<file path="src/rtl/cdv_pkg.sv">
package cdv_pkg;

    localparam int unsigned BANKS = 3;
    localparam int unsigned IDX_A = 0;
    localparam int unsigned IDX_B = 1;
    localparam int unsigned IDX_C = 2;

    typedef logic [BANKS-1:0] bank_mask_t;

    typedef enum logic [1:0] {
        EN_ONLY_A = 2'b00,
        EN_ONLY_C = 2'b01,
        EN_A_AND_B = 2'b10,
        EN_EVERY = 2'b11
    } en_code_e;

    // per-bank configuration latched at frame starts
    typedef struct packed {
        logic sel;
        logic en;
    } bank_cfg_t;

    function automatic bank_mask_t decode_enable(input logic [1:0] code);
        bank_mask_t m;
        m = '0;
        case (en_code_e'(code))
            EN_ONLY_A: m[IDX_A] = 1'b1;
            EN_ONLY_C: m[IDX_C] = 1'b1;
            EN_A_AND_B: begin
                m[IDX_A] = 1'b1;
                m[IDX_B] = 1'b1;
            end
            default: m = '1;
        endcase
        return m;
    endfunction

    function automatic int unsigned gcd_u(input int unsigned a, input int unsigned b);
        int unsigned x;
        int unsigned y;
        int unsigned t;
        x = a;
        y = b;
        for (int i = 0; i < 48; i++) begin
            if (y != 0) begin
                t = x % y;
                x = y;
                y = t;
            end
        end
        return x;
    endfunction

    function automatic int unsigned lcm_u(input int unsigned a, input int unsigned b);
        return (a / gcd_u(a, b)) * b;
    endfunction

endpackage

</file>
<file path="src/rtl/cdv_src.sv">
module cdv_src (
    input  logic clk,
    input  logic clear,
    input  logic osc_tick,
    input  logic ref_tick,
    input  logic use_osc,
    input  logic half_rate,
    output logic step
);
    logic src_tick;
    logic skip_q;

    always_comb begin
        src_tick = use_osc ? osc_tick : ref_tick;
        step     = src_tick & (~half_rate | skip_q);
    end

    always_ff @(posedge clk) begin
        if (clear)                      skip_q <= 1'b0;
        else if (!half_rate)            skip_q <= 1'b0;
        else if (src_tick)              skip_q <= ~skip_q;
    end

    // at half rate two prescaled pulses are never back to back
    assert_half_rate_gap_R1: assert property (@(posedge clk) disable iff (clear)
        (step && half_rate) |=> !(step && half_rate));

endmodule

</file>
<file path="src/rtl/cdv_phase.sv">
module cdv_phase #(
    parameter int unsigned FRAME = 12,
    parameter int unsigned PH_W  = 4
) (
    input  logic            clk,
    input  logic            clear,
    input  logic            step,
    output logic [PH_W-1:0] nxt_phase,
    output logic            boundary
);
    localparam logic [PH_W-1:0] LAST = PH_W'(FRAME - 1);

    logic [PH_W-1:0] phase_q;

    always_comb begin
        nxt_phase = (phase_q == LAST) ? '0 : phase_q + 1'b1;
        boundary  = step && (phase_q == LAST);
    end

    // cleared to the last slot so the first pulse opens a new frame
    always_ff @(posedge clk) begin
        if (clear)     phase_q <= LAST;
        else if (step) phase_q <= nxt_phase;
    end

    assert_frame_wrap_R9: assert property (@(posedge clk) disable iff (clear)
        boundary |=> (phase_q == '0));

endmodule

</file>
<file path="src/rtl/cdv_bank.sv">
module cdv_bank
    import cdv_pkg::*;
#(
    parameter int unsigned HALF0 = 1,
    parameter int unsigned HALF1 = 2,
    parameter int unsigned PH_W  = 4
) (
    input  logic            clk,
    input  logic            clear,
    input  logic            step,
    input  logic            boundary,
    input  logic [PH_W-1:0] nxt_phase,
    input  bank_cfg_t       cfg_in,
    output logic            q
);
    localparam int unsigned PER0  = 2 * HALF0;
    localparam int unsigned PER1  = 2 * HALF1;
    localparam int unsigned HMAX  = (HALF1 > HALF0) ? HALF1 : HALF0;
    localparam int unsigned CW    = $clog2(HMAX + 1) + 1;

    bank_cfg_t   cfg_q;
    bank_cfg_t   cfg_use;
    logic        hi0;
    logic        hi1;
    logic        q_nxt;
    logic [CW-1:0] hcnt;

    always_comb begin
        cfg_use = boundary ? cfg_in : cfg_q;
        hi0     = ((32'(nxt_phase) % PER0) < HALF0);
        hi1     = ((32'(nxt_phase) % PER1) < HALF1);
        q_nxt   = cfg_use.en & (cfg_use.sel ? hi1 : hi0);
    end

    always_ff @(posedge clk) begin
        if (clear) begin
            cfg_q <= '0;
            q     <= 1'b0;
        end else if (step) begin
            cfg_q <= cfg_use;
            q     <= q_nxt;
        end
    end

    // length of the current high phase, in prescaled pulses
    always_ff @(posedge clk) begin
        if (clear)                 hcnt <= '0;
        else if (step && q_nxt && !q) hcnt <= CW'(1);
        else if (step && q_nxt && q)  hcnt <= hcnt + 1'b1;
    end

    assert_high_width_R2_R3: assert property (@(posedge clk) disable iff (clear)
        ($fell(q) && !$past(clear)) |-> (32'(hcnt) == (cfg_q.sel ? HALF1 : HALF0)));

    assert_rise_on_step_R8: assert property (@(posedge clk) disable iff (clear)
        $rose(q) |-> $past(step));

endmodule

</file>
<file path="src/rtl/cdv_fbdiv.sv">
module cdv_fbdiv #(
    parameter int unsigned DIV = 8
) (
    input  logic clk,
    input  logic clear,
    input  logic tick,
    output logic q
);
    localparam int unsigned CW = (DIV > 2) ? $clog2(DIV) : 1;
    localparam logic [CW-1:0] LAST = CW'(DIV - 1);

    logic [CW-1:0] cnt;
    logic [CW-1:0] cnt_nxt;

    always_comb cnt_nxt = (cnt == LAST) ? '0 : cnt + 1'b1;

    always_ff @(posedge clk) begin
        if (clear) begin
            cnt <= LAST;
            q   <= 1'b0;
        end else if (tick) begin
            cnt <= cnt_nxt;
            q   <= (32'(cnt_nxt) < DIV / 2);
        end
    end

    assert_fb_moves_on_tick_R7: assert property (@(posedge clk) disable iff (clear)
        ($rose(q) || $fell(q)) |-> $past(tick));

endmodule

</file>
<file path="src/rtl/mbank_clkdiv.sv">
module mbank_clkdiv
    import cdv_pkg::*;
#(
    parameter int unsigned A_HALF_LO = 1,
    parameter int unsigned A_HALF_HI = 2,
    parameter int unsigned B_HALF_LO = 1,
    parameter int unsigned B_HALF_HI = 2,
    parameter int unsigned C_HALF_LO = 2,
    parameter int unsigned C_HALF_HI = 3,
    parameter int unsigned FB_DIV    = 8
) (
    input  logic       clk,
    input  logic       rst,
    input  logic       mr_n,
    input  logic       osc_tick,
    input  logic       ref_tick,
    input  logic       use_osc,
    input  logic       half_rate,
    input  logic       sel_a,
    input  logic       sel_b,
    input  logic       sel_c,
    input  logic [1:0] en_code,
    output logic       clk_a,
    output logic       clk_b,
    output logic       clk_c,
    output logic       clk_fb,
    output logic       out_en
);
    localparam int unsigned FRAME = lcm_u(
        lcm_u(lcm_u(2 * A_HALF_LO, 2 * A_HALF_HI), lcm_u(2 * B_HALF_LO, 2 * B_HALF_HI)),
        lcm_u(2 * C_HALF_LO, 2 * C_HALF_HI));
    localparam int unsigned PH_W = (FRAME > 2) ? $clog2(FRAME) : 1;
    localparam int unsigned HALF_LO [BANKS] = '{A_HALF_LO, B_HALF_LO, C_HALF_LO};
    localparam int unsigned HALF_HI [BANKS] = '{A_HALF_HI, B_HALF_HI, C_HALF_HI};

    logic            clear;
    logic            step;
    logic            boundary;
    logic [PH_W-1:0] nxt_phase;
    bank_mask_t      en_mask;
    bank_mask_t      sel_vec;
    bank_mask_t      bank_q;

    always_comb begin
        clear   = rst | ~mr_n;
        en_mask = decode_enable(en_code);
        sel_vec = {sel_c, sel_b, sel_a};
    end

    cdv_src u_src (
        .clk       (clk),
        .clear     (clear),
        .osc_tick  (osc_tick),
        .ref_tick  (ref_tick),
        .use_osc   (use_osc),
        .half_rate (half_rate),
        .step      (step)
    );

    cdv_phase #(.FRAME(FRAME), .PH_W(PH_W)) u_phase (
        .clk       (clk),
        .clear     (clear),
        .step      (step),
        .nxt_phase (nxt_phase),
        .boundary  (boundary)
    );

    generate
        for (genvar g = 0; g < BANKS; g++) begin : g_bank
            bank_cfg_t cfg_g;
            assign cfg_g = '{sel: sel_vec[g], en: en_mask[g]};
            cdv_bank #(
                .HALF0 (HALF_LO[g]),
                .HALF1 (HALF_HI[g]),
                .PH_W  (PH_W)
            ) u_bank (
                .clk       (clk),
                .clear     (clear),
                .step      (step),
                .boundary  (boundary),
                .nxt_phase (nxt_phase),
                .cfg_in    (cfg_g),
                .q         (bank_q[g])
            );
        end
    endgenerate

    cdv_fbdiv #(.DIV(FB_DIV)) u_fb (
        .clk   (clk),
        .clear (clear),
        .tick  (osc_tick),
        .q     (clk_fb)
    );

    always_ff @(posedge clk) begin
        out_en <= ~clear;
    end

    assign clk_a = bank_q[IDX_A];
    assign clk_b = bank_q[IDX_B];
    assign clk_c = bank_q[IDX_C];

    assert_master_clear_R6: assert property (@(posedge clk) disable iff (rst)
        !$past(mr_n) |-> (!out_en && !clk_a && !clk_b && !clk_c && !clk_fb));

endmodule

</file>
<file path="config.mk">
export PLATFORM = sky130hd
export DESIGN_NAME = mbank_clkdiv
export DESIGN_NICKNAME = d
export VERILOG_FILES = /design/src/rtl/cdv_pkg.sv /design/src/rtl/cdv_src.sv /design/src/rtl/cdv_phase.sv /design/src/rtl/cdv_bank.sv /design/src/rtl/cdv_fbdiv.sv /design/src/rtl/mbank_clkdiv.sv
export SDC_FILE = /design/constraint.sdc
export NUM_CORES = 1
export LEC_CHECK = 0
export ABC_AREA = 1
export BUFFER_PORTS_ARGS = -buffer_cell sky130_fd_sc_hd__buf_2
export CAP_MARGIN = 20
export CELL_PAD_IN_SITES_DETAIL_PLACEMENT = 1
export CELL_PAD_IN_SITES_GLOBAL_PLACEMENT = 2
export CORE_ASPECT_RATIO = 0.75
export CORE_MARGIN = 1
export CORE_UTILIZATION = 32
export CTS_BUF_LIST = sky130_fd_sc_hd__clkbuf_16
export DETAILED_ROUTE_END_ITERATION = 8
export PLACE_DENSITY = 0.82
export SLEW_MARGIN = 15
export SYNTH_ARGS = -nofsm -noshare
export SYNTH_HDL_FRONTEND = slang
export SYNTH_SLANG_ARGS = --single-unit
export TNS_END_PERCENT = 10
</file>
<file path="constraint.sdc">
create_clock -name clk -period 3.4 [get_ports clk]
set_input_delay 0.68 -clock clk [delete_from_list [all_inputs] [get_ports clk]]
set_output_delay 0.68 -clock clk [all_outputs]
set_load 0.03 [all_outputs]
</file>
* Word level (Yosys, flattened, before mapping)
Index checks and enable logic that the tools add are counted.
** Cells by class
- Add/sub/neg operators :: 2
- Div/mod/pow operators :: 1
- $lt $le $gt $ge :: 4
- Equality and inequality tests :: 4
- Mux-type cells :: 12
- Bitwise gates (word level) :: 10
- Reduce and logical (&&, ||, !) cells :: 5
** Operator list (count)
- $lt A32 B2 Y1 const B :: 1
- $mod A4 B3 Y32 const B :: 1
- $mux W1 :: 7
- $mux W2 :: 3
- $reduce_or A2 Y1 :: 3
- $add A4 B1 Y4 const B :: 1
- $and A1 B1 Y1 :: 4
- $eq A4 B4 Y1 const B :: 1
- $mux W4 :: 1
- $not A1 Y1 :: 4
- $add A3 B1 Y3 const B :: 1
- $eq A3 B3 Y1 const B :: 1
- $lt A3 B3 Y1 const B :: 1
- $mux W3 :: 1
- $eq A2 B1 Y1 const B :: 1
- $eq A2 B2 Y1 const B :: 1
- $logic_not A2 Y1 :: 1
- $lt A2 B2 Y1 const B :: 1
- $or A1 B1 Y1 :: 2
- $logic_and A1 B1 Y1 :: 1
- $lt A1 B1 Y1 const B :: 1
** Word-level totals
- Register bits after elaboration :: 19
- Output and inout port bits :: 5
- Logic and storage cells :: 52

* Longest topological paths before layout
Gate-level depths: netlist (run 1).
- Depth in word-level cells :: 7
- Mapped depth :: 16
- Gate-level depth less buffers :: 16

* By module
A second synthesis (run 1) with hierarchy kept.
** Unflattened totals
- Cell total of the unflattened synthesis :: 181
- Area total of the unflattened synthesis :: 1164.9 µm²
** Modules (own cells, without submodules)
- cdv_bank at g_bank[0].u_bank ... :: times used 2, cells each 27, area each 177.7 µm², seq. area each 60.1 µm²
- cdv_bank at g_bank[2].u_bank :: times used 1, cells each 49, area each 279.0 µm², seq. area each 60.1 µm²
- cdv_phase :: times used 1, cells each 31, area each 226.5 µm², seq. area each 80.1 µm²
- cdv_fbdiv :: times used 1, cells each 21, area each 168.9 µm², seq. area each 80.1 µm²
- cdv_src :: times used 1, cells each 17, area each 82.6 µm², seq. area each 20.0 µm²
- mbank_clkdiv :: times used 1, cells each 9, area each 52.6 µm², seq. area each 20.0 µm²

* Worst setup path before layout (run 1)
Ideal clock, no wire load.
- Path type :: flip-flop to flip-flop
- Start :: register u_phase.phase_q[0]
- End :: register g_bank[2].u_bank.q
- Arrival time :: 1.659 ns
- Path slack :: 1.620 ns
- Cell stages (with the launch flop) :: 16
- Period minus slack after synthesis :: 1.780 ns
- Cell sequence :: dfxtp_1 > ha_1 > nand3_4 > nand2_1 > inv_1 > ha_1 > inv_1 > nand3_1 > nand3_1 > nand2_1 > nand2_1 > nand2_1 > nand2_1 > nand2_1 > nand2_1 > a21oi_2
** On the way
- Cells in the longest elaborated chain, start to end :: 6
- Elaborated cells on any way between the ends :: 10
** Ends and longest elaborated chain
- start, declared :: RTL line cdv_phase.sv:13 : logic [PH_W-1:0] phase_q;
- start signal, assigned :: RTL line cdv_phase.sv:23 : else if (step) phase_q <= nxt_phase;
- $add A4 B1 Y4 or $eq A4 B4 Y1 (tied branches) :: RTL line cdv_phase.sv:16 : nxt_phase = (phase_q == LAST) ? '0 : phase_q + 1'b1;
- $mux W4 (*) :: RTL line cdv_phase.sv:16
- net g_bank[0].u_bank.nxt_phase[3] :: RTL line cdv_bank.sv:12 : input logic [PH_W-1:0] nxt_phase,
- $mod A4 B3 Y32 (*) :: RTL line cdv_bank.sv:31 : hi1 = ((32'(nxt_phase) % PER1) < HALF1);
- $lt A32 B2 Y1 (*) :: RTL line cdv_bank.sv:31
- $mux W1 (*) :: RTL line cdv_bank.sv:32 : q_nxt = cfg_use.en & (cfg_use.sel ? hi1 : hi0);
- $and A1 B1 Y1 (*) :: RTL line cdv_bank.sv:32
- end signal, assigned :: RTL line cdv_bank.sv:41 : q <= q_nxt;
- end, declared :: RTL line cdv_bank.sv:14 : output logic q
Mark *: on every way through the listed nets, which the timed path passes. The rest lies on a longest branch.
A chain may end at the register's enable or synchronous reset.

* Final worst setup path (run 1)
- Start :: register u_phase.phase_q[0]
- End :: register g_bank[2].u_bank.q
** On the way
- Cells in the longest elaborated chain, start to end :: 6
- Elaborated cells on any way between the ends :: 10
** Ends and longest elaborated chain (RTL line)
- $add A4 B1 Y4 or $eq A4 B4 Y1 (tied branches) :: cdv_phase.sv:16, cdv_phase.sv:17
- $mux W4 :: cdv_phase.sv:16
- $mod A4 B3 Y32 :: cdv_bank.sv:31
- $lt A32 B2 Y1 :: cdv_bank.sv:31
- $mux W1 :: cdv_bank.sv:32
- $and A1 B1 Y1 (*) :: cdv_bank.sv:32
Every way passes the cells marked *; elsewhere a longest branch is shown, timed or not.

==> results by group, run 1 <==
Clock tree
  • Post CTS Setup Buffer Count: 0
  • # resized after CTS: 0
  • CTS buffer count: 3
  • CTS tree: built
  • Clock Tree Root: clkbuf_16
  • Sink Count: 19
  • H-tree levels: 1
  • Clk slew on worst S/H paths: 0.06 ns
  • Buffer levels on the longest clock path: 2
  • Worst skew pair latency: 0.25 ns
  • Hold Buf Count CTS: 0

Synthesis
  • Syn Nets: 163
  • Top-count cell post-synth: nand2_1
  • Post-synth top area share: 36.8%
  • Flops & latches, synth: 19
  • Syn Inst Count: 145
  • Yosys warns: 0
  • Sequential fraction of the synthesis area: 36.8%
  • Top_reg_cell synth: dfxtp_1
  • Synth area leaders: dfxtp_1, nand2_1, inv_1
  • Syn avg cell area: 7.12 um^2
  • Post-synth top cells: nand2_1, inv_1, dfxtp_1
  • Async set-reset flop share out of synthesis: 0%
  • Post-Syn Area: 0.00103 mm^2
  • Post-synth EDFFs: 0
  • Unique masters post-synth: 25
  • Synth area leader: dfxtp_1

Floorplan
  • Core ar.: 0.00300 mm^2
  • Ports: 17
  • Die width: 67.6 um
  • Die Area: 0.00346 mm^2
  • Initial core utilization: 34.4%
  • Row count: 17
  • Die height: 51.2 um

Finish
  • Fillers: 383
  • ANT cells: 0
  • P&R area growth vs syn: 19.8%
  • Core Util, Final: 41.2%
  • Nets: 183
  • Design Area, Final: 0.00124 mm^2
  • Share of cells above drive strength 1: 20.1%
  • Fin cells: 202

Critical path
  • CP max FO: 5
  • Top delay family on crit path: simple AND/OR/NAND/NOR gates
  • Worst r2r src: u_phase.phase_q[0]$_SDFFE_PN1P_
  • CP peak stage delay: 0.42 ns
  • CP endpoint kind: register
  • Critical Path Start Type: register
  • Critical path class: register to register
  • CP cell instances: ha_1 > nand2_1 > nand2_1 > nand2_1 > nor2_2 > ha_1 > inv_1 > nand2_1 > nor2_1 > nor2_1 > nor2_1 > nand2_1 > nand2_1 > nand2_1 > a21oi_2
  • Worst path required time: 3.59 ns
  • Critical path buffer and inverter count: 1
  • Worst path slowest cell: dfxtp_1
  • Worst Setup SP: u_phase.phase_q[0]$_SDFFE_PN1P_
  • CP arrival: 2.26 ns
  • Worst path most repeated cell: nand2_1

Power and ir drop
  • Worst VDD drop: 0.279 mV
  • Clock group share of total power: 42.6%
  • Leak pwr: 0.623 nW
  • Sequential share of power: 41.4%
  • P_sw: 0.153 mW
  • Power Density: 464 mW/mm^2
  • Total power draw: 0.574 mW
  • Internal power: 0.421 mW
  • Sw frac: 26.6%
  • Comb power frac: 16.0%

Timing
  • Setup violators final: 0
  • Max Clock Freq: 483 MHz
  • Relative slew slack: 72.8%
  • Tcrit/Tclk final: 60.9%
  • Final Skew: 0.00430 ns
  • Fin Hold WS: 0.453 ns
  • Slew Limit Fails: 0
  • RSZ-0062 raised after global routing: false
  • Min cycle time layout: 2.07 ns
  • Setup ws final: 1.33 ns
  • Worst Tran Pin Value: 0.406 ns
  • Hold Fails Final Rpt: 0
  • Setup tns final: 0 ns

Placed design
  • Dpl ws: 1.35 ns
  • Placed Area: 0.00116 mm^2
  • Placed cell count: 198
  • Gp weighted congestion: 0.769
  • Detailed Place HPWL: 1840 um
  • I/O Buffers: 16

Status
  • Run status: complete, no violations

Job
  • Maxcap violations: 0

Global route
  • Global route overflow: 0
  • Total Routing Usage GR: 16.3%
  • First-pass GRT wire length: 3910 um
  • Largest net degree at the start of global routing: 12
  • Vias in the first global route: 873
  • Initial antenna violation count: 0

Detailed routing
  • Pre-Repair DR Iteration Count: 3
  • Routed via count: 921
  • Routed len/inst: 11.9 um
  • Final wirelength: 2410 um
  • DR vias/cell: 4.56
  • Post-DRT Antenna Nets: 0
  • Drt drc: 0
  • DRT iter0 DRCs: 13

Hold path
  • Hold Path Class: register to register
  • Hold_sp: u_fb.q$_SDFFE_PN0P_
-- area by class of cell --
type | instances | area, um^2 | share of cell area, %
Multi-Input combinational cell | 94 | 528 | 42.7
Sequential cell | 19 | 380 | 30.8
Inverter | 31 | 120 | 9.72
Timing Repair Buffer | 16 | 80.1 | 6.48
Clock buffer | 3 | 75.1 | 6.07
Tap cell | 38 | 47.5 | 3.85
Clock inverter | 1 | 5.00 | 0.405
-- power by group through the flow --
stage	clock network (mW)	registers (mW)	logic, mW
3_3_place_gp	0	0.242	0.0896
2_1_floorplan	0	0.246	0.0621
3_5_place_dp	0	0.242	0.0928
6_report	0.245	0.237	0.0920
5_1_grt	0.260	0.238	0.106
4_1_cts	0.250	0.237	0.0939
-- per-layer routing --
| layer | vias up | part of all wire, % | wire length, um | global-route usage, % |
|---|---|---|---|---|
| met2 | 13 | 45 | 1090 | 24.8 |
| met3 | 4 | 3.2 | 77 | 4.69 |
| met5 | - | 0 | 0 | 0 |
| met4 | 0 | 2.5 | 61 | 10.6 |
| met1 | 413 | 49 | 1180 | 19.9 |
| li1 | 491 | - | - | - |
-- flip-flops by register name, indices dropped and copies added, names as in the netlist --
name,flops
u_src.skip_q,1
u_fb.cnt,3
u_fb.q,1
g_bank.u_bank.q,3
u_phase.phase_q,4
out_en,1
g_bank.u_bank.cfg_q,6
-- final timing paths --
check	slack, ns	endpoint	cells after the start
setup / recovery	1.33	g_bank[2].u_bank.q$_SDFFE_PN0P_	15
hold / removal	0.45	u_fb.q$_SDFFE_PN0P_	1
setup reg to reg	1.33	g_bank[2].u_bank.q$_SDFFE_PN0P_	15
hold reg to reg	0.45	u_fb.q$_SDFFE_PN0P_	1
-- cells by family after synthesis --
logic type	Yosys count	share of synthesized area, %
flip-flops	19	36.8
AO/OA/AOI/OAI	27	17.3
buffers and inverters	32	12.0
AND/OR/NAND/NOR	61	26.5
adder cells (fa/ha/maj)	6	7.27
-- cells in the final DEF (no fill, tap or decap), drive strengths merged --
| master | count |
|---|---|
| a21oi | 10 |
| a31oi | 1 |
| buf | 16 |
| clkbuf | 3 |
| clkinv | 2 |
| dfxtp | 19 |
| ha | 6 |
| inv | 30 |
| nand2 | 36 |
| nand3 | 8 |
| nand4 | 1 |
| nor2 | 15 |
| o211ai | 2 |
| o21a | 1 |
| o21ai | 12 |
| o31ai | 1 |
| or2 | 1 |
No activity file was read; power rests on OpenSTA's default activity.
==> inputs of run 2 (changes only) <==
--- a/config.mk
+++ b/config.mk
@@ -12,10 +12,10 @@
 export CELL_PAD_IN_SITES_GLOBAL_PLACEMENT = 2
 export CORE_ASPECT_RATIO = 0.75
 export CORE_MARGIN = 1
-export CORE_UTILIZATION = 32
+export CORE_UTILIZATION = 27
 export CTS_BUF_LIST = sky130_fd_sc_hd__clkbuf_16
 export DETAILED_ROUTE_END_ITERATION = 8
-export PLACE_DENSITY = 0.82
+export PLACE_DENSITY = 0.74
 export SLEW_MARGIN = 15
 export SYNTH_ARGS = -nofsm -noshare
 export SYNTH_HDL_FRONTEND = slang
==> constraint.sdc (replaced) <==
create_clock -name clk -period 1.8 [get_ports clk]
set_input_delay 0.36 -clock clk [delete_from_list [all_inputs] [get_ports clk]]
set_output_delay 0.36 -clock clk [all_outputs]
set_load 0.03 [all_outputs]
==> results by group, run 2 (same netlist as run 1, synthesis figures left out) <==
Critical path
  • CP endpoint kind: register
  • Worst path required time: 1.99 ns
  • CP arrival: 1.95 ns
  • CP max FO: 3
  • FF-to-FF setup slack: 0.04 ns
  • Critical Path Start Type: register
  • Worst Setup SP: u_phase.phase_q[0]$_SDFFE_PN1P_
  • Critical path class: register to register
  • Worst Reg-to-Reg Cells: 15
  • Worst r2r src: u_phase.phase_q[0]$_SDFFE_PN1P_
  • Crit Reg-Reg Endpoint: g_bank[2].u_bank.q$_SDFFE_PN0P_

Clock tree
  • Sink Count: 19
  • Hold Buf Count CTS: 0
  • Worst skew pair latency: 0.25 ns
  • Clk slew on worst S/H paths: 0.06 ns
  • Buffer levels on the longest clock path: 2
  • H-tree levels: 1
  • Clock Tree Root: clkbuf_16
  • CTS buffer count: 3
  • CTS tree: built

Finish
  • Share of cells above drive strength 1: 36.5%
  • ANT cells: 0
  • Design Area, Final: 0.00144 mm^2
  • Nets: 197
  • Most common cell after layout, fill and taps aside: nand2_1
  • Largest Register: g_bank.u_bank.cfg_q
  • Highest-count cells in the layout ignoring fill and taps: nand2_1, inv_1, dfxtp_1, buf_2, nor2_1
  • P&R area growth vs syn: 39.6%
  • Max reg flops: 6
  • Biggest regs: g_bank.u_bank.cfg_q: 6 flops, u_phase.phase_q: 4 flops
  • Fin cells: 230

Hold path
  • Hold path cells: 3
  • Hold endpoint: u_src.skip_q$_SDFFE_PP0P_
  • Hold Path Class: primary input to register
  • Hold_sp: half_rate

Global route
  • GRT met1 Usage: 18.0%
  • Largest net degree at the start of global routing: 12
  • GR Util met2: 26.1%
  • Vias in the first global route: 1060
  • First-pass GRT wire length: 4620 um
  • Total Routing Usage GR: 15.1%
  • Initial antenna violation count: 0
  • Busiest grt layer: met2
  • Met3 Use GR: 4.93%
  • Global route overflow: 0

Placed design
  • Gp weighted congestion: 0.826
  • I/O Buffers: 16
  • Placed cell count: 224
  • Detailed Place HPWL: 2110 um
  • Dpl ws: -0.139 ns
  • Placed Area: 0.00126 mm^2

Power and ir drop
  • Sequential share of power: 39.3%
  • Internal power: 0.828 mW
  • Clock group share of total power: 40.8%
  • Leak pwr: 0.686 nW
  • Power Density: 789 mW/mm^2
  • P_sw: 0.309 mW
  • Worst VDD drop: 0.461 mV
  • Comb power frac: 20.0%
  • Sw frac: 27.2%

Job
  • Maxcap violations: 0

Detailed routing
  • DRT iter0 DRCs: 7
  • Routed len/inst: 11.5 um
  • Post-DRT Antenna Nets: 0
  • Pre-Repair DR Iteration Count: 4
  • Drt drc: 0
  • DR vias/cell: 4.29
  • Final wirelength: 2640 um
  • Routed via count: 987

Timing
  • Setup ws final: 0.0382 ns
  • Setup tns final: 0 ns
  • Worst Tran Pin Value: 0.404 ns
  • Slew Limit Fails: 0
  • Tcrit/Tclk final: 97.9%
  • Fin Hold WS: 0.364 ns
  • Min cycle time layout: 1.76 ns
  • Final Skew: 0.00239 ns
  • Relative slew slack: 73.0%
  • Setup violators final: 0
  • Max Clock Freq: 568 MHz
  • RSZ-0062 raised after global routing: true
  • Hold Fails Final Rpt: 0

Floorplan
  • Core ar.: 0.00366 mm^2
  • Initial core utilization: 28.2%
  • Die Area: 0.00408 mm^2
  • Row count: 19
  • Die width: 73.4 um
  • Die height: 55.5 um
  • Ports: 17

Status
  • Run status: complete, no violations
==> run 2: changes by cell type in the layout (fill, tap and decap cells not counted), moves of 2 or more <==
| cell | previous run | this run |
|---|---|---|
| inv_1 | 28 | 23 |
| nand2_2 | 1 | 6 |
| inv_2 | 1 | 6 |
| ha_1 | 6 | 3 |
| nand3_2 | 0 | 3 |
| nand2_1 | 35 | 30 |
| dfxtp_1 | 19 | 17 |
| buf_4 | 0 | 12 |
| buf_6 | 0 | 2 |
| ha_4 | 0 | 3 |
| nand3_1 | 6 | 3 |
==> run 2: cell type report <==
cell class / instances / area, um^2
clock buffer: 3 / 75.1
tap: 52 / 65.1
sequential: 19 / 385
clock inverter: 1 / 5.00
inverter: 31 / 120
fill: 494 / 2220
multi-input combinational: 94 / 598
timing repair buffer: 30 / 193
==> run 2: through the flow <==
stage | util (%) | power [mW]
floorplan | - | 0.582
finish | 39.4 | 1.14
global route | 39.4 | 1.20
global placement | 34.5 | 0.651
detailed placement | 34.5 | 0.660
CTS | 39.0 | 1.15
==> run 2: critical path, cell delays in order, from the launching register on <==
cell	delay, ns
dfxtp_4	0.35
ha_4	0.17
nand2_2	0.07
nand2_2	0.06
nand2_2	0.12
nor2_4	0.04
ha_1	0.28
inv_1	0.05
nand2_1	0.06
nor2_1	0.08
nor2_1	0.04
nor2_1	0.09
nand2_1	0.06
nand2_1	0.05
nand2_1	0.06
a21oi_2	0.11
==> run 2: per-layer routing <==
layer | wire [um] | vias to the layer above
met5 | 0 | -
met4 | 20 | 0
met3 | 101 | 4
met2 | 1280 | 13
met1 | 1240 | 452
li1 | - | 518
==> run 2: power by group through the flow <==
stage	combinational, mW	sequential (mW)	clock [mW]
6_report	0.227	0.446	0.464
5_1_grt	0.258	0.448	0.498
4_1_cts	0.226	0.447	0.477
3_3_place_gp	0.197	0.454	0
3_5_place_dp	0.205	0.455	0
2_1_floorplan	0.117	0.464	0
==> run 2: how the worst max path moves through the flow <==
stage                     slack (ns)                               to  depth (start not counted)
after floorplan                 0.02  g_bank[2].u_bank.q$_SDFFE_PN0P_                         15
after global placement         -0.05  g_bank[2].u_bank.q$_SDFFE_PN0P_                         16
after detailed placement       -0.14  g_bank[2].u_bank.q$_SDFFE_PN0P_                         16
after CTS                     0.0008  g_bank[2].u_bank.q$_SDFFE_PN0P_                         14
after global routing           -0.14  g_bank[2].u_bank.q$_SDFFE_PN0P_                         15
final                           0.04  g_bank[2].u_bank.q$_SDFFE_PN0P_                         15
==> run 2: timing repair <==
action / 4_1_cts / 5_1_grt
buffers inserted: 1 / 1
endpoints found under the hold margin: 0 / 0
pin swaps: 12 / 13
endpoints found under the setup margin: 1 / 1
resized for setup: 19 / 4
